==> src/rtl/sqf_pkg.sv <==
package sqf_pkg;
  localparam int BYTE_W = 8;

  typedef struct packed {
    logic allocEn;
    logic retireEn;
    logic staWrEn;
  } sqStrobe_t;
endpackage

==> src/rtl/sqf_ctrl.sv <==
module sqf_ctrl
  import sqf_pkg::*;
#(
  parameter int DEPTH = 8,
  localparam int IDX_W = $clog2(DEPTH)
) (
  input  logic             clk,
  input  logic             rstN,
  input  logic             allocReq,
  input  logic             retireReq,
  input  logic             staValid,
  input  logic [IDX_W-1:0] staIdx,
  output sqStrobe_t        strobe,
  output logic [IDX_W-1:0] allocIdx,
  output logic [IDX_W-1:0] headIdx,
  output logic [IDX_W-1:0] staWrIdx,
  output logic             sqFull,
  output logic             sqEmpty
);
  logic [IDX_W:0]   headPtr;
  logic [IDX_W:0]   tailPtr;
  logic             staPipeV;
  logic [IDX_W-1:0] staPipeIdx;

  assign sqEmpty = (headPtr == tailPtr);
  assign sqFull  = (headPtr[IDX_W-1:0] == tailPtr[IDX_W-1:0]) &&
                   (headPtr[IDX_W] != tailPtr[IDX_W]);

  assign strobe.allocEn  = allocReq & ~sqFull;
  assign strobe.retireEn = retireReq & ~sqEmpty;
  assign strobe.staWrEn  = staPipeV;

  assign allocIdx = tailPtr[IDX_W-1:0];
  assign headIdx  = headPtr[IDX_W-1:0];
  assign staWrIdx = staPipeIdx;

  always_ff @(posedge clk or negedge rstN) begin
    if (!rstN) begin
      headPtr    <= '0;
      tailPtr    <= '0;
      staPipeV   <= 1'b0;
      staPipeIdx <= '0;
    end else begin
      if (strobe.allocEn)  tailPtr <= tailPtr + 1'b1;
      if (strobe.retireEn) headPtr <= headPtr + 1'b1;
      staPipeV   <= staValid;
      staPipeIdx <= staIdx;
    end
  end

  AST_NO_OVERFLOW: assert property (@(posedge clk) disable iff (!rstN)
    ((IDX_W+1)'(tailPtr - headPtr) <= (IDX_W+1)'(DEPTH)));
  AST_FULL_IGNORE: assert property (@(posedge clk) disable iff (!rstN)
    (sqFull && allocReq && !retireReq) |=> (sqFull && $stable(tailPtr)));
  AST_EMPTY_IGNORE: assert property (@(posedge clk) disable iff (!rstN)
    (sqEmpty && retireReq && !allocReq) |=> (sqEmpty && $stable(headPtr)));
endmodule

==> src/rtl/sqf_dpath.sv <==
module sqf_dpath
  import sqf_pkg::*;
#(
  parameter int DEPTH   = 8,
  parameter int BYTES   = 16,
  parameter int VLINE_W = 16,
  parameter int PLINE_W = 20,
  localparam int IDX_W  = $clog2(DEPTH),
  localparam int DATA_W = BYTES * BYTE_W
) (
  input  logic               clk,
  input  logic               rstN,
  input  sqStrobe_t          strobe,
  input  logic [IDX_W-1:0]   allocIdx,
  input  logic [IDX_W-1:0]   headIdx,
  input  logic [IDX_W-1:0]   staWrIdx,
  input  logic               staValid,
  input  logic [VLINE_W-1:0] staVline,
  input  logic [PLINE_W-1:0] staPline,
  input  logic [BYTES-1:0]   staMask,
  input  logic               stdValid,
  input  logic [IDX_W-1:0]   stdIdx,
  input  logic [DATA_W-1:0]  stdData,
  input  logic               qValid,
  input  logic [VLINE_W-1:0] qVline,
  input  logic [PLINE_W-1:0] qPline,
  input  logic [BYTES-1:0]   qMask,
  input  logic [DEPTH-1:0]   qOlderMask,
  output logic [BYTES-1:0]   fastFwdMask,
  output logic               fastDataNotReady,
  output logic [BYTES-1:0]   fwdMask,
  output logic [DATA_W-1:0]  fwdData,
  output logic               dataNotReady,
  output logic [IDX_W-1:0]   dataNotReadyIdx,
  output logic               addrNotReady,
  output logic [IDX_W-1:0]   addrNotReadyIdx,
  output logic               vpMismatch
);
  // address write payload stage (first of the two cycles)
  logic [VLINE_W-1:0] pipeVline;
  logic [PLINE_W-1:0] pipePline;
  logic [BYTES-1:0]   pipeMask;

  logic [DEPTH-1:0]   entValid;
  logic [DEPTH-1:0]   entAv;
  logic [DEPTH-1:0]   entDv;
  logic [VLINE_W-1:0] entVline [DEPTH];
  logic [PLINE_W-1:0] entPline [DEPTH];
  logic [BYTES-1:0]   entMask  [DEPTH];
  logic [DATA_W-1:0]  entData  [DEPTH];

  always_ff @(posedge clk or negedge rstN) begin
    if (!rstN) begin
      pipeVline <= '0;
      pipePline <= '0;
      pipeMask  <= '0;
    end else if (staValid) begin
      pipeVline <= staVline;
      pipePline <= staPline;
      pipeMask  <= staMask;
    end
  end

  always_ff @(posedge clk or negedge rstN) begin
    if (!rstN) begin
      entValid <= '0;
      entAv    <= '0;
      entDv    <= '0;
      for (int e = 0; e < DEPTH; e++) begin
        entVline[e] <= '0;
        entPline[e] <= '0;
        entMask[e]  <= '0;
        entData[e]  <= '0;
      end
    end else begin
      for (int e = 0; e < DEPTH; e++) begin
        if (strobe.allocEn && allocIdx == IDX_W'(e)) begin
          entValid[e] <= 1'b1;
          entAv[e]    <= 1'b0;
          entDv[e]    <= 1'b0;
        end else begin
          if (strobe.retireEn && headIdx == IDX_W'(e)) entValid[e] <= 1'b0;
          if (strobe.staWrEn && staWrIdx == IDX_W'(e)) begin
            entAv[e]    <= 1'b1;
            entVline[e] <= pipeVline;
            entPline[e] <= pipePline;
            entMask[e]  <= pipeMask;
          end
          if (stdValid && stdIdx == IDX_W'(e)) begin
            entDv[e]   <= 1'b1;
            entData[e] <= stdData;
          end
        end
      end
    end
  end

  // per-entry match terms
  logic [DEPTH-1:0] inScope;
  logic [DEPTH-1:0] overlap;
  logic [DEPTH-1:0] vHit;
  logic [DEPTH-1:0] pHit;
  logic [DEPTH-1:0] anrCand;

  for (genvar e = 0; e < DEPTH; e++) begin : g_ent
    assign inScope[e] = qOlderMask[e] & entValid[e];
    assign overlap[e] = |(entMask[e] & qMask);
    assign vHit[e]    = inScope[e] & entAv[e] & overlap[e] & (entVline[e] == qVline);
    assign pHit[e]    = inScope[e] & entAv[e] & overlap[e] & (entPline[e] == qPline);
    assign anrCand[e] = inScope[e] & ~entAv[e];
  end

  // per-byte youngest-older selection, walking age order from the head
  logic [BYTES-1:0]  fastMaskC;
  logic              fastDnrC;
  logic [BYTES-1:0]  fwdMaskC;
  logic [DATA_W-1:0] fwdDataC;
  logic [DEPTH-1:0]  ownerUnrdy;
  logic              dnrC;
  logic [IDX_W-1:0]  dnrIdxC;
  logic              anrC;
  logic [IDX_W-1:0]  anrIdxC;
  logic              mismC;

  always_comb begin
    fastMaskC  = '0;
    fastDnrC   = 1'b0;
    fwdMaskC   = '0;
    fwdDataC   = '0;
    ownerUnrdy = '0;
    for (int b = 0; b < BYTES; b++) begin
      logic             vFound;
      logic             pFound;
      logic [IDX_W-1:0] vSel;
      logic [IDX_W-1:0] pSel;
      logic [IDX_W-1:0] e;
      vFound = 1'b0;
      pFound = 1'b0;
      vSel   = '0;
      pSel   = '0;
      for (int k = 0; k < DEPTH; k++) begin
        e = headIdx + IDX_W'(k);
        if (vHit[e] && entMask[e][b] && qMask[b]) begin
          vFound = 1'b1;
          vSel   = e;
        end
        if (pHit[e] && entMask[e][b] && qMask[b]) begin
          pFound = 1'b1;
          pSel   = e;
        end
      end
      if (vFound) begin
        if (entDv[vSel]) fastMaskC[b] = 1'b1;
        else             fastDnrC     = 1'b1;
      end
      if (pFound) begin
        if (entDv[pSel]) begin
          fwdMaskC[b]                = 1'b1;
          fwdDataC[b*BYTE_W +: BYTE_W] = entData[pSel][b*BYTE_W +: BYTE_W];
        end else begin
          ownerUnrdy[pSel] = 1'b1;
        end
      end
    end

    dnrC    = 1'b0;
    dnrIdxC = '0;
    for (int k = 0; k < DEPTH; k++) begin
      logic [IDX_W-1:0] e;
      e = headIdx + IDX_W'(k);
      if (ownerUnrdy[e]) begin
        dnrC    = 1'b1;
        dnrIdxC = e;
      end
    end

    anrC    = 1'b0;
    anrIdxC = '0;
    for (int k = DEPTH - 1; k >= 0; k--) begin
      logic [IDX_W-1:0] e;
      e = headIdx + IDX_W'(k);
      if (anrCand[e]) begin
        anrC    = 1'b1;
        anrIdxC = e;
      end
    end

    mismC = |(vHit ^ pHit);
  end

  assign fastFwdMask      = qValid ? fastMaskC : '0;
  assign fastDataNotReady = qValid & fastDnrC;

  always_ff @(posedge clk or negedge rstN) begin
    if (!rstN) begin
      fwdMask         <= '0;
      fwdData         <= '0;
      dataNotReady    <= 1'b0;
      dataNotReadyIdx <= '0;
      addrNotReady    <= 1'b0;
      addrNotReadyIdx <= '0;
      vpMismatch      <= 1'b0;
    end else if (qValid) begin
      fwdMask         <= fwdMaskC;
      fwdData         <= fwdDataC;
      dataNotReady    <= dnrC;
      dataNotReadyIdx <= dnrIdxC;
      addrNotReady    <= anrC;
      addrNotReadyIdx <= anrIdxC;
      vpMismatch      <= mismC;
    end else begin
      fwdMask         <= '0;
      fwdData         <= '0;
      dataNotReady    <= 1'b0;
      dataNotReadyIdx <= '0;
      addrNotReady    <= 1'b0;
      addrNotReadyIdx <= '0;
      vpMismatch      <= 1'b0;
    end
  end

  AST_FWD_WITHIN_QUERY: assert property (@(posedge clk) disable iff (!rstN)
    ((fwdMask & ~$past(qMask)) == '0));
  AST_DNR_IDX_OLDER: assert property (@(posedge clk) disable iff (!rstN)
    dataNotReady |-> ((($past(qOlderMask) >> dataNotReadyIdx) & DEPTH'(1)) != '0));
  AST_ANR_IDX_OLDER: assert property (@(posedge clk) disable iff (!rstN)
    addrNotReady |-> ((($past(qOlderMask) >> addrNotReadyIdx) & DEPTH'(1)) != '0));
  AST_IDLE_QUIET: assert property (@(posedge clk) disable iff (!rstN)
    !$past(qValid) |-> (fwdMask == '0 && !dataNotReady && !addrNotReady && !vpMismatch));
  AST_FAST_IDLE: assert property (@(posedge clk) disable iff (!rstN)
    !qValid |-> (fastFwdMask == '0 && !fastDataNotReady));
endmodule

==> src/rtl/sqf_top.sv <==
module sqf_top
  import sqf_pkg::*;
#(
  parameter int DEPTH   = 8,
  parameter int BYTES   = 16,
  parameter int VLINE_W = 16,
  parameter int PLINE_W = 20,
  localparam int IDX_W  = $clog2(DEPTH),
  localparam int DATA_W = BYTES * BYTE_W
) (
  input  logic               clk,
  input  logic               rstN,
  input  logic               allocReq,
  input  logic               retireReq,
  output logic [IDX_W-1:0]   allocIdx,
  output logic               sqFull,
  output logic               sqEmpty,
  input  logic               staValid,
  input  logic [IDX_W-1:0]   staIdx,
  input  logic [VLINE_W-1:0] staVline,
  input  logic [PLINE_W-1:0] staPline,
  input  logic [BYTES-1:0]   staMask,
  input  logic               stdValid,
  input  logic [IDX_W-1:0]   stdIdx,
  input  logic [DATA_W-1:0]  stdData,
  input  logic               qValid,
  input  logic [VLINE_W-1:0] qVline,
  input  logic [PLINE_W-1:0] qPline,
  input  logic [BYTES-1:0]   qMask,
  input  logic [DEPTH-1:0]   qOlderMask,
  output logic [BYTES-1:0]   fastFwdMask,
  output logic               fastDataNotReady,
  output logic [BYTES-1:0]   fwdMask,
  output logic [DATA_W-1:0]  fwdData,
  output logic               dataNotReady,
  output logic [IDX_W-1:0]   dataNotReadyIdx,
  output logic               addrNotReady,
  output logic [IDX_W-1:0]   addrNotReadyIdx,
  output logic               vpMismatch
);
  sqStrobe_t        strobe;
  logic [IDX_W-1:0] headIdx;
  logic [IDX_W-1:0] staWrIdx;

  sqf_ctrl #(.DEPTH(DEPTH)) u_ctrl (
    .clk      (clk),
    .rstN     (rstN),
    .allocReq (allocReq),
    .retireReq(retireReq),
    .staValid (staValid),
    .staIdx   (staIdx),
    .strobe   (strobe),
    .allocIdx (allocIdx),
    .headIdx  (headIdx),
    .staWrIdx (staWrIdx),
    .sqFull   (sqFull),
    .sqEmpty  (sqEmpty)
  );

  sqf_dpath #(
    .DEPTH  (DEPTH),
    .BYTES  (BYTES),
    .VLINE_W(VLINE_W),
    .PLINE_W(PLINE_W)
  ) u_dpath (
    .clk             (clk),
    .rstN            (rstN),
    .strobe          (strobe),
    .allocIdx        (allocIdx),
    .headIdx         (headIdx),
    .staWrIdx        (staWrIdx),
    .staValid        (staValid),
    .staVline        (staVline),
    .staPline        (staPline),
    .staMask         (staMask),
    .stdValid        (stdValid),
    .stdIdx          (stdIdx),
    .stdData         (stdData),
    .qValid          (qValid),
    .qVline          (qVline),
    .qPline          (qPline),
    .qMask           (qMask),
    .qOlderMask      (qOlderMask),
    .fastFwdMask     (fastFwdMask),
    .fastDataNotReady(fastDataNotReady),
    .fwdMask         (fwdMask),
    .fwdData         (fwdData),
    .dataNotReady    (dataNotReady),
    .dataNotReadyIdx (dataNotReadyIdx),
    .addrNotReady    (addrNotReady),
    .addrNotReadyIdx (addrNotReadyIdx),
    .vpMismatch      (vpMismatch)
  );
endmodule

==> config.mk <==
export PLATFORM = sky130hd
export DESIGN_NAME = sqf_top
export DESIGN_NICKNAME = d
export VERILOG_FILES = /design/src/rtl/sqf_pkg.sv /design/src/rtl/sqf_ctrl.sv /design/src/rtl/sqf_dpath.sv /design/src/rtl/sqf_top.sv
export SDC_FILE = /design/constraint.sdc
export NUM_CORES = 2
export LEC_CHECK = 0
export ABC_AREA = 1
export BUFFER_PORTS_ARGS = -buffer_cell sky130_fd_sc_hd__buf_2
export CAP_MARGIN = 15
export CORE_MARGIN = 5
export CORE_UTILIZATION = 34
export DETAILED_ROUTE_END_ITERATION = 8
export GPL_ROUTABILITY_DRIVEN = 0
export PLACE_DENSITY = 0.55
export SLEW_MARGIN = 0
export SYNTH_ARGS = -nofsm -noshare
export SYNTH_HDL_FRONTEND = slang
export SYNTH_SLANG_ARGS = --single-unit
==> constraint.sdc <==
create_clock -name clk -period 14.3 [get_ports clk]
set_input_delay 2.86 -clock clk [delete_from_list [all_inputs] [get_ports clk]]
set_output_delay 2.86 -clock clk [all_outputs]
set_load 0.05 [all_outputs]
==> key figures <==
Layout
  • Area delta synth->final: 11.9%
  • Total area of sequential cells: between 40,000 and 50,000 um2
  • Layout cells sized above 1: a little under a tenth
  • Fillers: 29,383
  • Layout Utilization: about two fifths
  • Nets: approximately 13,000
  • Multi-input logic area: 45,500 um2

Route
  • Initial DRC Count: 10,902
  • # DRC: 0
  • Drt first pass iters: 7
  • Drt total wl: ~380,000 um
  • Post-DRT Antenna Nets: 0
  • Vias: 89,665
  • Via density: roughly 5.4
  • Wirelength per Cell: between 20 and 25 um

Timing
  • Final setup margin: about 1.8 ns
  • Worst-margin pin slew: 1.27 ns
  • Final Hold Viols: 0
  • RSZ-0062 raised after global routing: no
  • Final setup viols: 0
  • Slew headroom: 15.6%
  • Final Max Slew Viols: 0
  • Final Cycle Share: 87.2%
  • Max Clock Freq: roughly 80 MHz
  • Final Critical Period: around 12 ns
  • Fin Clk Skew: approximately 0.095 ns
  • Total negative slack: 0 ns

Synth
  • Synth warnings: 0
  • Seq/Total Area, Yosys: 44.6%
  • Synth unique cells: between 70 and 80
  • Seq cells post-synth: 1,681
  • Number of flops mapped to enable cells by yosys: 0
  • Post-synthesis cell count: ~13,000
  • Area contributors post-synth: dfrtp_1 45%, nand2_1 15%, o21ai_0 12%
  • Commonest cells in the netlist: 3,893 x nand2_1, 2,192 x o21ai_0, 1,681 x dfrtp_1
  • Post-synth ARST share: 100%
  • Area leader, netlist: dfrtp_1
  • Area of the mapped netlist: between 90,000 and 100,000 um2
  • Syn_nets: roughly 13,000
  • Syn_area_per_cell: around 7.4 um2
  • Main flop type after synthesis: dfrtp_1
  • Top-count cell post-synth: nand2_1
  • Top cell type's share of synthesized area: between 40% and 50%

Min path
  • Hold Path Class: reg2reg
  • Hold Path Cell Cnt: 2
  • Hold EP: u_dpath.entData[979]
  • Worst Min Path Start: u_dpath.entData[979]

GRT
  • Number of global-route vias before repair: about 84,000
  • GRT Total Usage: about a quarter
  • Initial antenna violation count: 61
  • Total grt overflow: 0
  • Largest net degree at the start of global routing: between 150 and 200
  • First-pass GRT wire length: approximately 560,000 um

Clock tree
  • Root Buffer: clkbuf_16
  • Skew-Pair Late Insertion Delay: 0.92 ns
  • Clock transition at path regs: 0.06 ns
  • # hold bufs at CTS: 0
  • Clock Path Buffers: 4
  • Number of CTS-inserted buffers: 192
  • Setup Fix Bufs, Post-CTS: 0
  • H-Tree Depth: 4
  • # resized after CTS: 0
  • CTS tree: done
  • CTS sink count: roughly 1,700

Setup path
  • Crit path max-delay cell type: nor4_1
  • Critical Path AT: between 9 and 10 ns
  • Crit end category: output pin
  • Critical path launch point: qVline[0]
  • Worst R2R Start: u_ctrl.headPtr[0]
  • Worst EP required: 11.44 ns
  • Crit path launch type: primary input
  • CP max stage delay: 0.82 ns
  • Most frequent CP cell: nand2_1
  • Worst path bufs/invs: 5
  • Crit path max fanout: 13
  • Worst setup path class: in2out
  • Largest delay contributor family on the critical path: simple AND/OR/NAND/NOR gates
  • Reg2Reg Depth: 33
  • Internal reg-to-reg setup slack: 5.27 ns
  • Crit Reg-Reg Endpoint: u_dpath.dataNotReadyIdx[2]

Run
  • Max Cap Violations: 0

Status
  • Outcome: finished, final reports clean

Place
  • Port Buffer Count: around 430
  • Hpwl dp: about 260,000 um
  • Dpl ws: between 2 and 2.5 ns

Floorplan
  • Core box area: ~280,000 um2
  • Row cnt: between 150 and 200
  • Initial core utilization: between 30% and 40%
  • Die width: about 540 um
  • Die area: between 200,000 and 300,000 um2
  • IO Pins: around 430
  • Die Span Y: about 540 um
## how the worst max path moves through the flow
stage	cells past startpoint	to	slack, ns
after floorplan	28	fastDataNotReady	4.64
after global placement	31	fastDataNotReady	2.35
after detailed placement	31	fastDataNotReady	2.34
after CTS	31	fastDataNotReady	2.34
after global routing	30	fastDataNotReady	1.71
final	30	fastDataNotReady	1.83
## worst min-delay path, stage by stage, from the launching register on
cell	delay [ns]
dfrtp_1	0.34
nand2_1	0.05
o21ai_0	0.05
## cells in the final DEF (no fill, tap or decap), drive strengths merged, types with 10 or more instances in the layout
cell,n
a21oi,254
nand3b,15
nand2,3993
ha,14
nand3,578
clkinv,56
a211oi,13
bufinv,10
nand4,145
a22o,10
nor3,92
o221ai,18
xor2,30
a31oi,16
a22oi,72
o22ai,44
o2111ai,23
diode,50
dfrtp,1681
xnor2,182
clkbuf,288
buf,560
or2,34
nor2,969
inv,956
o21ai,2376
a2111oi,13
mux2i,325
o21a,19
nor4,23
o211ai,81
## area by class of cell
class                      count  share of cell area (%)
sequential                  1681                    39.8
clock inverter                62                   0.691
multi-input combinational   9397                    43.1
tap                         3705                    4.39
timing repair buffer         561                    3.09
antenna                       50                   0.118
inverter                     969                    3.47
clock buffer                 287                    5.32
## cell families after synthesis
logic type,synth area share [%]
buffers and inverters,7.35
AO/OA/AOI/OAI,17.0
multiplexers,3.48
flip-flops,44.6
XOR/XNOR,1.99
adder cells (fa/ha/maj),0.186
AND/OR/NAND/NOR,25.4
## routing by layer
| metal | vias up | global-route usage [%] | part of all wire [%] |
|---|---|---|---|
| li1 | 41944 | - | - |
| met4 | 32 | 12.1 | 5.6 |
| met1 | 42292 | 35.0 | 43 |
| met2 | 4277 | 37.4 | 42 |
| met5 | - | 0 | 0.059 |
| met3 | 1120 | 6.98 | 9.9 |
## sequential cells by signal, indices dropped and copies added, names as in the netlist, 4 cells and up
| name | flops |
|---|---|
| u_dpath.entValid | 8 |
| u_dpath.pipeVline | 16 |
| u_dpath.entData | 1024 |
| u_ctrl.tailPtr | 4 |
| u_dpath.entPline | 160 |
| u_dpath.entVline | 128 |
| u_dpath.entMask | 128 |
| u_dpath.entDv | 8 |
| u_dpath.pipePline | 20 |
| u_dpath.fwdData | 128 |
| u_dpath.fwdMask | 16 |
| u_ctrl.headPtr | 4 |
| u_dpath.entAv | 8 |
| u_dpath.pipeMask | 16 |
## metrics by stage
step           area, um2  instances  hold WS, ns
3_5_place_dp       99100      16310        0.472
2_1_floorplan      94300      12757        0.452
5_1_grt           106000      16670        0.496
3_3_place_gp       99100      16310        0.464
6_report          106000      16712        0.483
4_1_cts           105000      16659        0.486
Power is not shown: default switching activity piles up to over one toggle a cycle in this logic, so the estimate is an artifact.
